===== config.mk =====
export PLATFORM = sky130hd
export DESIGN_NAME = pattern_corr
export DESIGN_NICKNAME = d
export VERILOG_FILES = /design/src/rtl/pattern_corr_pkg.sv /design/src/rtl/corr_cell.sv /design/src/rtl/corr_delay.sv /design/src/rtl/corr_acc_stage.sv /design/src/rtl/pattern_corr.sv
export SDC_FILE = /design/constraint.sdc
export NUM_CORES = 1
export LEC_CHECK = 0
export CORE_MARGIN = 5
export CORE_UTILIZATION = 51
export DETAILED_ROUTE_END_ITERATION = 6
export GPL_TIMING_DRIVEN = 0
export PLACE_DENSITY = 0.78
export SKIP_LAST_GASP = 1
export SLEW_MARGIN = 15
export SYNTH_ARGS = -nofsm -noshare
export SYNTH_HDL_FRONTEND = slang
export SYNTH_SLANG_ARGS = --single-unit

===== constraint.sdc =====
create_clock -name clk_i -period 0.88 [get_ports clk_i]
set_input_delay 0.088 -clock clk_i [delete_from_list [all_inputs] [get_ports clk_i]]
set_output_delay 0.088 -clock clk_i [all_outputs]
set_load 0.005 [all_outputs]

===== src/rtl/pattern_corr_pkg.sv =====
package pattern_corr_pkg;
  function automatic int unsigned idx_bits(int unsigned taps);
    return (taps < 2) ? 1 : $clog2(taps);
  endfunction

  function automatic int unsigned cnt_bits(int unsigned taps);
    return $clog2(taps + 1);
  endfunction
endpackage


===== src/rtl/corr_cell.sv =====
module corr_cell #(
  parameter int SYM_W = 8
) (
  input  logic             clk_i,
  input  logic             rst_ni,
  input  logic             ld_i,
  input  logic [SYM_W-1:0] ld_sym_i,
  input  logic [SYM_W-1:0] sym_i,
  output logic [SYM_W-1:0] ref_o,
  output logic             hit_o
);
  logic [SYM_W-1:0] ref_q;
  logic             hit_q;

  always_ff @(posedge clk_i or negedge rst_ni) begin
    if (!rst_ni) ref_q <= '0;
    else if (ld_i) ref_q <= ld_sym_i;
  end

  // comparator stage: the only logic ahead of this register
  always_ff @(posedge clk_i or negedge rst_ni) begin
    if (!rst_ni) hit_q <= 1'b0;
    else         hit_q <= (sym_i == ref_q);
  end

  assign ref_o = ref_q;
  assign hit_o = hit_q;
endmodule


===== src/rtl/corr_delay.sv =====
module corr_delay #(
  parameter int W     = 1,
  parameter int DEPTH = 1
) (
  input  logic         clk_i,
  input  logic         rst_ni,
  input  logic [W-1:0] d_i,
  output logic [W-1:0] d_o
);
  logic [W-1:0] pipe_q [DEPTH];

  always_ff @(posedge clk_i or negedge rst_ni) begin
    if (!rst_ni) begin
      for (int i = 0; i < DEPTH; i++) pipe_q[i] <= '0;
    end else begin
      pipe_q[0] <= d_i;
      for (int i = 1; i < DEPTH; i++) pipe_q[i] <= pipe_q[i-1];
    end
  end

  assign d_o = pipe_q[DEPTH-1];
endmodule


===== src/rtl/corr_acc_stage.sv =====
module corr_acc_stage #(
  parameter int CNT_W = 3
) (
  input  logic             clk_i,
  input  logic             rst_ni,
  input  logic [CNT_W-1:0] acc_i,
  input  logic             bit_i,
  input  logic             v_i,
  output logic [CNT_W-1:0] acc_o,
  output logic             v_o
);
  logic [CNT_W-1:0] acc_q;
  logic             v_q;

  always_ff @(posedge clk_i or negedge rst_ni) begin
    if (!rst_ni) begin
      acc_q <= '0;
      v_q   <= 1'b0;
    end else begin
      acc_q <= acc_i + CNT_W'(bit_i);
      v_q   <= v_i;
    end
  end

  assign acc_o = acc_q;
  assign v_o   = v_q;
endmodule


===== src/rtl/pattern_corr.sv =====
module pattern_corr
  import pattern_corr_pkg::*;
#(
  parameter  int SYM_W    = 8,
  parameter  int NUM_TAPS = 4,
  localparam int IDX_W    = idx_bits(NUM_TAPS),
  localparam int CNT_W    = cnt_bits(NUM_TAPS)
) (
  input  logic             clk_i,
  input  logic             rst_ni,
  input  logic             x_valid_i,
  input  logic [SYM_W-1:0] x_sym_i,
  input  logic             ref_we_i,
  input  logic [IDX_W-1:0] ref_idx_i,
  input  logic [SYM_W-1:0] ref_sym_i,
  output logic             y_valid_o,
  output logic [CNT_W-1:0] y_cnt_o
);
  // x_hist[j] holds the symbol accepted j+1 valid inputs ago
  logic [SYM_W-1:0]          x_hist [NUM_TAPS-1];
  logic [NUM_TAPS-1:0]       hit;
  logic [NUM_TAPS-1:0]       hit_al;
  logic [NUM_TAPS*SYM_W-1:0] ref_flat;
  logic [NUM_TAPS-1:0][CNT_W-1:0] acc;
  logic [NUM_TAPS-1:0]       vld;
  logic                      v0_q;
  logic                      ld_ok;

  assign ld_ok = ref_we_i && !x_valid_i;

  always_ff @(posedge clk_i or negedge rst_ni) begin
    if (!rst_ni) begin
      for (int j = 0; j < NUM_TAPS-1; j++) x_hist[j] <= '0;
    end else if (x_valid_i) begin
      x_hist[0] <= x_sym_i;
      for (int j = 1; j < NUM_TAPS-1; j++) x_hist[j] <= x_hist[j-1];
    end
  end

  always_ff @(posedge clk_i or negedge rst_ni) begin
    if (!rst_ni) v0_q <= 1'b0;
    else         v0_q <= x_valid_i;
  end

  for (genvar k = 0; k < NUM_TAPS; k++) begin : g_tap
    logic [SYM_W-1:0] tap_sym;
    if (k == 0) begin : g_new
      assign tap_sym = x_sym_i;
    end else begin : g_old
      assign tap_sym = x_hist[k-1];
    end

    corr_cell #(.SYM_W(SYM_W)) u_cell (
      .clk_i    (clk_i),
      .rst_ni   (rst_ni),
      .ld_i     (ld_ok && (ref_idx_i == IDX_W'(k))),
      .ld_sym_i (ref_sym_i),
      .sym_i    (tap_sym),
      .ref_o    (ref_flat[k*SYM_W +: SYM_W]),
      .hit_o    (hit[k])
    );

    // skew so tap k's bit meets the partial sum at stage k
    if (k < 2) begin : g_noskew
      assign hit_al[k] = hit[k];
    end else begin : g_skew
      corr_delay #(.W(1), .DEPTH(k-1)) u_skew (
        .clk_i  (clk_i),
        .rst_ni (rst_ni),
        .d_i    (hit[k]),
        .d_o    (hit_al[k])
      );
    end
  end

  assign acc[0] = CNT_W'(hit_al[0]);
  assign vld[0] = v0_q;

  for (genvar j = 1; j < NUM_TAPS; j++) begin : g_acc
    corr_acc_stage #(.CNT_W(CNT_W)) u_stage (
      .clk_i  (clk_i),
      .rst_ni (rst_ni),
      .acc_i  (acc[j-1]),
      .bit_i  (hit_al[j]),
      .v_i    (vld[j-1]),
      .acc_o  (acc[j]),
      .v_o    (vld[j])
    );
  end

  assign y_cnt_o   = acc[NUM_TAPS-1];
  assign y_valid_o = vld[NUM_TAPS-1];
endmodule


==> reports/qor.csv, run 1 <==
stage,metric,value,unit
finish,# diodes,0,
route,DR top layer,met4,
clocking,CTS tree,yes,
route,Antenna Nets Post-Route,0,
finish,Layout Area Growth over Synthesis,24.27,%
critical_path,worst-path fanout max,1,
global_route,largest net degree at the start of global routing,40,
power_and_ir_drop,pwr/cell area,2227,mW/mm2
timing,period utilization,107.9,%
die,die area,0.007598,mm2
status,outcome,"complete, but fails checks",
clocking,CTS H-Tree Depth,3,
global_route,grt total ovfl,0,
synthesis,average size of a mapped cell,15.73,um2
critical_path,Worst setup EP type,flip-flop,
critical_path,worst setup path startpoint,g_acc[2].u_stage.acc_o[0]$_DFF_PN0_,
critical_path,critical path type,reg -> reg,
placement,Post-DP HPWL,3621,um
global_route,first-pass GRT wire length,8907,um
synthesis,#FFs+latches synth,75,
power_and_ir_drop,Total Power,8402,uW
route,first-pass iteration count of the detailed router,4,
route,met2 wire length,2526,um
route,DRC Markers,0,
die,initial core utilization,51.90,%
die,die width,87.17,um
critical_path,Reg2Reg Depth,3,
placement,pre-CTS WS,-0.9675,ns
synthesis,Mapped Nets,220,
global_route,initial antenna violation count,0,
finish,nets@finish,260,
job,Max Cap Violations,0,
route,number of DRC markers in iteration 0,28,
timing,TNS Setup,-0.2191,ns
synthesis,sequential cell area fraction in the yosys report,61.80,%
timing,Final Critical Period,0.9496,ns
timing,Worst Slack Setup Final,-0.06963,ns
timing,clock skew,0.004676,ns
status,failing checks,negative setup slack,
clocking,Num Clock Sinks,75,
placement,Placer Congestion,0.7316,
synthesis,Syn. warnings,0,
route,via count,1610,
placement,IO buf count,25,
synthesis,mapped cell area,0.003037,mm2
route,metal3 WL,152,um
timing,fmax,1053,MHz
route,routed wire length,5285,um
finish,Final Util,64.50,%
die,Chip Height,87.17,um
clocking,register clock-pin slew on the reported worst setup and hold paths,0.07,ns
critical_path,R2R setup slack,-0.07,ns
worst_hold_path,Worst Hold Class,in -> async,
critical_path,Critical Path Start Type,flip-flop,
clocking,CTS root buf,clkbuf_8,
power_and_ir_drop,Static Leak,0.001653,uW
timing,Worst Tran Pin Value,0.3624,ns
route,vias per cell,5.144,
critical_path,launching point of the worst reg2reg path,g_acc[2].u_stage.acc_o[0]$_DFF_PN0_,
timing,final hold violation count,0,
die,cell row count,28,
critical_path,Worst EP arrival,1.18,ns
critical_path,Critical Path Sink,g_acc[3].u_stage.acc_o[2]$_DFF_PN0_,
die,I/O Pins,26,
die,core area,0.005851,mm2
critical_path,Reg2Reg Capture Point,g_acc[3].u_stage.acc_o[2]$_DFF_PN0_,
timing,Max Slew Vio Count,0,
finish,layout cells sized above 1,42.44,%
global_route,number of global-route vias before repair,1747,
clocking,clk_lat worst skew,0.34,ns
route,Avg WL per Cell,16.88,um
timing,# setup viols final,8,
power_and_ir_drop,Peak VDD IR,1.140,mV
synthesis,"Distinct cells, synth",13,
synthesis,Synth Instances,193,
route,Met1 Routed Length,2489,um
critical_path,Required @ worst endpoint,1.11,ns
global_route,GR Util All Layers,15.99,%
timing,headroom to the max-slew limit,75.75,%
clocking,TritonCTS buffer count,9,
timing,unrepaired setup endpoints after global routing,true,
clocking,clock buffer depth,2,
==> repair_timing <==
item	4_1_cts	5_1_grt
resized for setup	47	14
hold buffers	2	0
setup buffers	4	1
pin swaps	9	8
setup endpoints to repair	67	80
endpoints found under the hold margin	39	0
==> routing by layer <==
metal | GRT usage (%) | vias to the layer above
met5 | 0 | -
met4 | 9.066 | 0
met3 | 3.122 | 9
met2 | 24.02 | 26
met1 | 21.73 | 831
li1 | - | 744
==> synthesized netlist by cell type (all sizes together) <==
cell type	count	share of area, %
nor4b	1	0.78
xor2	1	0.29
xnor2	32	9.2
nor4bb	2	0.66
mux2	56	21
ha	5	2.1
dfrtp	75	62
nand4	8	1.6
nand4b	1	0.49
buf	8	1.8
nor2	4	0.49
==> through the flow <==
step / instances / hold slack [ns] / area (um2)
2_1_floorplan: 193 / -0.2076 / 3098
3_5_place_dp: 294 / 0.09064 / 3460
3_3_place_gp: 293 / 0.3337 / 3442
4_1_cts: 313 / 0.2657 / 3731
6_report: 313 / 0.2106 / 3774
5_1_grt: 313 / 0.2398 / 3774
==> power by group <==
part / total [uW] / switching [uW] / internal, uW
sequential: 4350 / 387 / 3960
clock: 2580 / 1210 / 1370
combinational: 1470 / 482 / 992
==> layout make-up <==
class                   instances  area [um2]
plain buffers                   4       32.53
clock buffers                  11       141.4
multi-input cells             110        1252
fillers                       437        2077
well taps                      75       93.84
flip-flops and latches         75        1877
clock inverters                 5       52.55
repair buffers                 33       324.1
==> worst max-delay path: stages, from the launching register on <==
cell and delay, ns:
dfrtp_1 0.37, ha_2 0.19, ha_4 0.15, xor2_1 0.13
==> cell usage in the layout, fill, tap and decap left out, types with 2 or more instances in the layout <==
master           netlist  final
buf_2                  4      4
buf_4                  3      5
buf_6                  1      7
clkbuf_8               0     10
clkdlybuf4s50_1        0     16
clkinv_2               0      3
dfrtp_1               75     75
dlygate4sd3_1          0      2
ha_2                   0      2
ha_4                   0      2
mux2_2                56     39
mux2_4                 0     17
nand4_1                8      8
nor2_1                 4      4
nor4bb_4               0      2
xnor2_1               32     29
xnor2_2                0      3
==> sequential cells by signal, indices dropped and copies added, names as in the netlist <==
register	flops
g_acc.u_stage.acc_o	8
g_acc.u_stage.v_o	3
g_tap.g_skew.u_skew.d_o	2
g_tap.g_skew.u_skew.pipe_q	1
g_tap.tap_sym	24
g_tap.u_cell.hit_o	4
g_tap.u_cell.ref_o	32
v0_q	1
==> logic make-up after synthesis <==
family        synth area share (%)
fa+ha+maj                    2.060
flops                        61.80
buf+inv                      1.772
xor+xnor                     9.518
simple gates                 4.079
mux                          20.77
==> worst min path at each step <==
stage,start,endpoint,slack (ns),cells after the start
2_1_floorplan,rst_ni,g_acc[1].u_stage.acc_o[0]$_DFF_PN0_,-0.21,0
3_3_place_gp,g_tap[2].u_cell.hit_o$_DFF_PN0_,g_tap[2].g_skew.u_skew.d_o$_DFF_PN0_,0.33,0
3_5_place_dp,rst_ni,g_acc[3].u_stage.v_o$_DFF_PN0_,0.09,1
4_1_cts,rst_ni,g_acc[3].u_stage.v_o$_DFF_PN0_,0.27,2
5_1_grt,rst_ni,g_acc[3].u_stage.v_o$_DFF_PN0_,0.24,2
6_report,rst_ni,g_acc[3].u_stage.v_o$_DFF_PN0_,0.21,2
No activity file was read; power rests on OpenSTA's default activity.
==> run 2: changes to the inputs <==
CORE_UTILIZATION = 53   (was 51)
clock period = 1.1 ns   (was 0.88 ns; I/O delays follow)
==> run 2 against run 1 <==
The flow now finishes without violations. Clock skew grew 0.0057 ns. Clock-buffer cell count grew 2. Global-route usage down 0.48 points. Critical path depth is 2 higher. Via count fell by 0.56%. Cell area down 2.8%. Die area shrank 3.3%. Register-to-register slack improved by 0.16 ns. Combinational power shrank 25%. Sequential share of layout area rose by 1.4 points. Utilization is 1.7 points higher. Largest cell class unchanged.
==> reports/qor.csv, run 2 (synthesis results as in run 1) <==
stage,metric,value,unit
finish,Final Non-Filler Cells,309,
timing,fmax,943.7,MHz
placement,# placed instances,291,
placement,Placer Congestion,0.7423,
global_route,grt total ovfl,0,
route,number of DRC markers in iteration 0,69,
timing,period utilization,96.34,%
die,die width,85.70,um
placement,Post-DP HPWL,3495,um
global_route,first-pass GRT wire length,8666,um
power_and_ir_drop,Clk pwr share,29.2,%
timing,Max Slew Vio Count,0,
global_route,GR Util All Layers,15.51,%
global_route,number of global-route vias before repair,1797,
clocking,CTS H-Tree Depth,3,
power_and_ir_drop,Internal Power,4884,uW
critical_path,"slowest stage delay, CP",0.34,ns
timing,# setup viols final,0,
die,die area,0.007344,mm2
clocking,CTS tree,yes,
timing,Final Hold Slack,0.03482,ns
timing,headroom to the max-slew limit,67.32,%
finish,max reg flops,32,
critical_path,Worst EP arrival,1.28,ns
timing,unrepaired setup endpoints after global routing,false,
global_route,largest net degree at the start of global routing,39,
critical_path,slowest CP cell,mux2_2,
die,Chip Height,85.70,um
timing,final hold violation count,0,
power_and_ir_drop,Peak VDD IR,1.033,mV
clocking,Num Clock Sinks,75,
status,outcome,"finished, final reports clean",
critical_path,Required @ worst endpoint,1.32,ns
finish,nets@finish,261,
global_route,initial antenna violation count,0,
finish,Final Util,66.22,%
critical_path,Critical Path Start Type,input pin,
power_and_ir_drop,Reg power frac,53.7,%
power_and_ir_drop,sw power,1575,uW
die,cell row count,27,
timing,Worst Tran Pin Value,0.4903,ns
power_and_ir_drop,switch share,24.39,%
clocking,clock buffer depth,2,
die,core area,0.005540,mm2
route,first-pass iteration count of the detailed router,4,
critical_path,critical path type,in -> reg,
clocking,register clock-pin slew on the reported worst setup and hold paths,0.07,ns
timing,Final Critical Period,1.060,ns
route,via count,1601,
finish,"most common cell after layout, fill and taps aside",dfrtp_1,
placement,IO buf count,25,
worst_hold_path,Worst Hold Class,in -> reg,
clocking,clk_lat worst skew,0.34,ns
critical_path,worst-path fanout max,8,
finish,Layout Area Growth over Synthesis,20.81,%
power_and_ir_drop,combinational share of power,17.1,%
finish,most frequent cells in the layout,"dfrtp_1 (75), mux2_2 (45), xnor2_1 (32), clkdlybuf4s50_1 (16), clkbuf_8 (12)",
power_and_ir_drop,Static Leak,0.001628,uW
timing,clock skew,0.01037,ns
die,initial core utilization,54.81,%
finish,# diodes,0,
clocking,CTS root buf,clkbuf_8,
route,routed wire length,4925,um
power_and_ir_drop,pwr/cell area,1761,mW/mm2
die,I/O Pins,26,
route,vias per cell,5.181,
critical_path,Worst setup EP type,flip-flop,
route,Antenna Nets Post-Route,0,
job,Max Cap Violations,0,
route,DRC Markers,0,
route,Avg WL per Cell,15.94,um
finish,layout cells sized above 1,38.40,%
critical_path,crit-path cells,"clkdlybuf4s15_1, buf_8, nor4bb_4, buf_6, mux2_2",
clocking,TritonCTS buffer count,9,
==> run 2: worst paths after layout <==
path	cells past startpoint	slack [ns]	start	endpoint
worst max register to register	3	0.09	g_acc[2].u_stage.acc_o[0]$_DFF_PN0_	g_acc[3].u_stage.acc_o[2]$_DFF_PN0_
worst min-delay path	1	0.03	x_valid_i	v0_q$_DFF_PN0_
max in group asynchronous	3	0.25	rst_ni	g_tap[2].u_cell.ref_o[5]$_DFFE_PN0P_
worst max-delay path	5	0.04	x_valid_i	g_tap[2].u_cell.ref_o[6]$_DFFE_PN0P_
min in group asynchronous	2	0.28	rst_ni	g_acc[1].u_stage.v_o$_DFF_PN0_
worst min register to register	0	0.35	g_tap[3].g_skew.u_skew.pipe_q[1]$_DFF_PN0_	g_tap[3].g_skew.u_skew.d_o$_DFF_PN0_
==> run 2: cell type report <==
type	count	area (um2)
Multi-Input combinational cell	110	1177
Buffer	8	70.07
Clock buffer	13	168.9
Fill cell	421	1872
Tap cell	72	90.09
Sequential cell	75	1877
Clock inverter	1	8.758
Timing Repair Buffer	30	276.5
==> run 2: routing by layer <==
metal,up-vias,GRT usage [%],wire (um)
li1,750,-,-
met1,815,21.23,2341
met2,26,23.38,2309
met3,10,3.458,159
met4,0,7.770,114
met5,-,0,0
==> run 2: metrics by stage <==
step	TNS, ns	power (uW)	worst slack [ns]	instance area, um2
floorplan	-0.4477	4257	-0.03307	3083
global placement	-224.55	4560	-2.618	3423
detailed placement	-29.24	4618	-0.7393	3441
CTS	-0.04504	6533	-0.02303	3657
global route	0	6812	0.001466	3669
finish	0	6459	0.04029	3669
==> run 2: worst max-delay path: cells and delay by family <==
kind / cells / cell delay, ns
buffers and inverters: 3 / 0.55
muxes: 1 / 0.34
and+or+nand+nor: 1 / 0.28
==> run 2: timing repair <==
action	in CTS	in global routing
endpoints found under the hold margin	37	0
buffers inserted	3	0
resized for setup	23	7
endpoints found under the setup margin	56	30
pin swaps	3	2
hold buffers	1	0
==> run 2: power by group through the flow <==
stage | clock network, uW | logic (uW) | registers (uW)
CTS | 1940 | 1120 | 3470
detailed placement | 0 | 1100 | 3520
global placement | 0 | 1060 | 3500
global route | 2060 | 1230 | 3520
floorplan | 0 | 813 | 3440
finish | 1890 | 1100 | 3470
==> run 3: changes to the inputs <==
CTS_BUF_LIST = sky130_fd_sc_hd__clkbuf_4 sky130_fd_sc_hd__clkbuf_8   (was default)
==> run 3 against run 2 <==
Sequential power is essentially flat. Clock skew is the same. Critical path depth is the same. Clock power is essentially flat. Global-route usage is the same. Wire length is essentially flat.
==> reports/qor.csv, run 3 (synthesis results as in run 1) <==
stage,metric,value,unit
status,outcome,"finished, final reports clean",
power_and_ir_drop,switch share,24.30,%
critical_path,Worst setup EP type,flip-flop,
clocking,Num Clock Sinks,75,
timing,final hold violation count,0,
critical_path,Critical Path Sink,g_tap[2].u_cell.ref_o[6]$_DFFE_PN0P_,
timing,period utilization,96.34,%
timing,fmax,943.7,MHz
critical_path,Reg2Reg Depth,3,
clocking,CTS root buf,clkbuf_8,
power_and_ir_drop,sw power,1575,uW
worst_hold_path,hold path cells,1,
finish,# diodes,0,
die,I/O Pins,26,
route,Avg WL per Cell,15.93,um
die,die area,0.007344,mm2
finish,Fillers,419,
placement,pre-CTS WS,-0.7393,ns
route,vias per cell,5.175,
timing,Worst Slack Setup Final,0.04029,ns
critical_path,worst path buffer plus inverter count,3,
global_route,largest net degree at the start of global routing,39,
route,routed wire length,4922,um
power_and_ir_drop,Internal Power,4909,uW
clocking,clock buffer depth,2,
critical_path,Stages on worst setup path,5,
timing,Worst Tran Pin Value,0.4903,ns
critical_path,Worst EP arrival,1.28,ns
power_and_ir_drop,Static Leak,0.001631,uW
die,Chip Height,85.70,um
critical_path,Reg2Reg Capture Point,g_acc[3].u_stage.acc_o[2]$_DFF_PN0_,
clocking,clk_lat worst skew,0.34,ns
timing,Max Slew Vio Count,0,
finish,max reg flops,32,
critical_path,Required @ worst endpoint,1.32,ns
die,core area,0.005540,mm2
route,via count,1599,
power_and_ir_drop,Reg power frac,53.5,%
critical_path,worst setup path startpoint,x_valid_i,
timing,unrepaired setup endpoints after global routing,false,
global_route,number of global-route vias before repair,1797,
clocking,register clock-pin slew on the reported worst setup and hold paths,0.07,ns
clocking,CTS tree,yes,
critical_path,worst-path fanout max,8,
global_route,initial antenna violation count,0,
power_and_ir_drop,combinational share of power,17.0,%
finish,layout cells sized above 1,38.82,%
critical_path,slowest CP cell,mux2_2,
critical_path,crit-path cells,"clkdlybuf4s15_1, buf_8, nor4bb_4, buf_6, mux2_2",
finish,Layout Area Growth over Synthesis,20.93,%
critical_path,critical path type,in -> reg,
critical_path,Critical Path Start Type,input pin,
die,cell row count,27,
die,die width,85.70,um
timing,Final Critical Period,1.060,ns
global_route,first-pass GRT wire length,8666,um
placement,Placer Congestion,0.7423,
global_route,GR Util All Layers,15.51,%
critical_path,R2R setup slack,0.09,ns
timing,# setup viols final,0,
timing,clock skew,0.01037,ns
timing,headroom to the max-slew limit,67.32,%
clocking,TritonCTS buffer count,9,
placement,IO buf count,25,
power_and_ir_drop,Peak VDD IR,1.033,mV
route,Antenna Nets Post-Route,0,
job,Max Cap Violations,0,
finish,most frequent cells in the layout,"dfrtp_1 (75), mux2_2 (45), xnor2_1 (32), clkdlybuf4s50_1 (16), clkbuf_8 (12)",
worst_hold_path,Worst Hold Class,in -> reg,
placement,Post-DP HPWL,3495,um
critical_path,"slowest stage delay, CP",0.34,ns
clocking,CTS H-Tree Depth,3,
finish,"most common cell after layout, fill and taps aside",dfrtp_1,
power_and_ir_drop,pwr/cell area,1766,mW/mm2
timing,Final Hold Slack,0.03482,ns
route,DRC Markers,0,
critical_path,launching point of the worst reg2reg path,g_acc[2].u_stage.acc_o[0]$_DFF_PN0_,
global_route,grt total ovfl,0,
route,first-pass iteration count of the detailed router,4,
power_and_ir_drop,Clk pwr share,29.5,%
critical_path,Top delay family on crit path,buffers and inverters,
die,initial core utilization,54.81,%
route,number of DRC markers in iteration 0,69,
finish,nets@finish,261,
[run 3: cell type report]
type / count / area, um2 / share of cell area (%)
plain buffers: 8 / 70.07 / 1.908
multi-input cells: 110 / 1177 / 32.06
flip-flops and latches: 75 / 1877 / 51.11
repair buffers: 30 / 276.5 / 7.530
well taps: 72 / 90.09 / 2.453
clock buffers: 13 / 172.7 / 4.702
clock inverters: 1 / 8.758 / 0.2385
[run 3: through the flow]
stage / TNS (ns) / std cells / power [uW] / utilization [%] / area [um2]
3_5_place_dp: -29.24 / 291 / 4618 / 62.10 / 3441
2_1_floorplan: -0.4477 / 193 / 4257 / - / 3083
4_1_cts: -0.04504 / 309 / 6558 / 66.08 / 3661
3_3_place_gp: -224.55 / 290 / 4560 / 61.79 / 3423
6_report: 0 / 309 / 6484 / 66.28 / 3672
5_1_grt: 0 / 309 / 6837 / 66.28 / 3672
[run 3: power groups by stage]
stage / registers, uW / logic (uW) / clock network [uW]
floorplan: 3440 / 813 / 0
global placement: 3500 / 1060 / 0
detailed placement: 3520 / 1100 / 0
CTS: 3470 / 1120 / 1970
global route: 3520 / 1230 / 2090
finish: 3470 / 1100 / 1910
[run 3: metal layers]
metal / vias up / share of wire [%] / global-route usage, %
met4: 0 / 2.3 / 7.770
li1: 750 / - / -
met3: 10 / 3.2 / 3.458
met2: 26 / 47 / 23.38
met5: - / 0 / 0
met1: 813 / 48 / 21.23
[run 3: timing repair]
item | in CTS | in global routing
setup endpoints to repair | 56 | 30
hold endpoints to repair | 37 | 0
hold buffers | 1 | 0
buffers inserted | 3 | 0
resized for setup | 23 | 7
pin swaps | 3 | 2
[run 3: worst min-delay path by stage]
stage / start / slack (ns) / end
2_1_floorplan: rst_ni / -0.19 / g_acc[1].u_stage.acc_o[0]$_DFF_PN0_
3_3_place_gp: g_tap[2].u_cell.hit_o$_DFF_PN0_ / 0.33 / g_tap[2].g_skew.u_skew.d_o$_DFF_PN0_
3_5_place_dp: rst_ni / 0.11 / g_acc[2].u_stage.v_o$_DFF_PN0_
4_1_cts: x_valid_i / 0.06 / v0_q$_DFF_PN0_
5_1_grt: x_valid_i / 0.03 / v0_q$_DFF_PN0_
6_report: x_valid_i / 0.03 / v0_q$_DFF_PN0_
[run 3: worst register-to-register path, delay by kind of cell (launching register included)]
| family | cells | cell delay, ns |
|---|---|---|
| XOR/XNOR | 1 | 0.16 |
| flip-flops | 1 | 0.37 |
| adder cells (fa/ha/maj) | 2 | 0.39 |
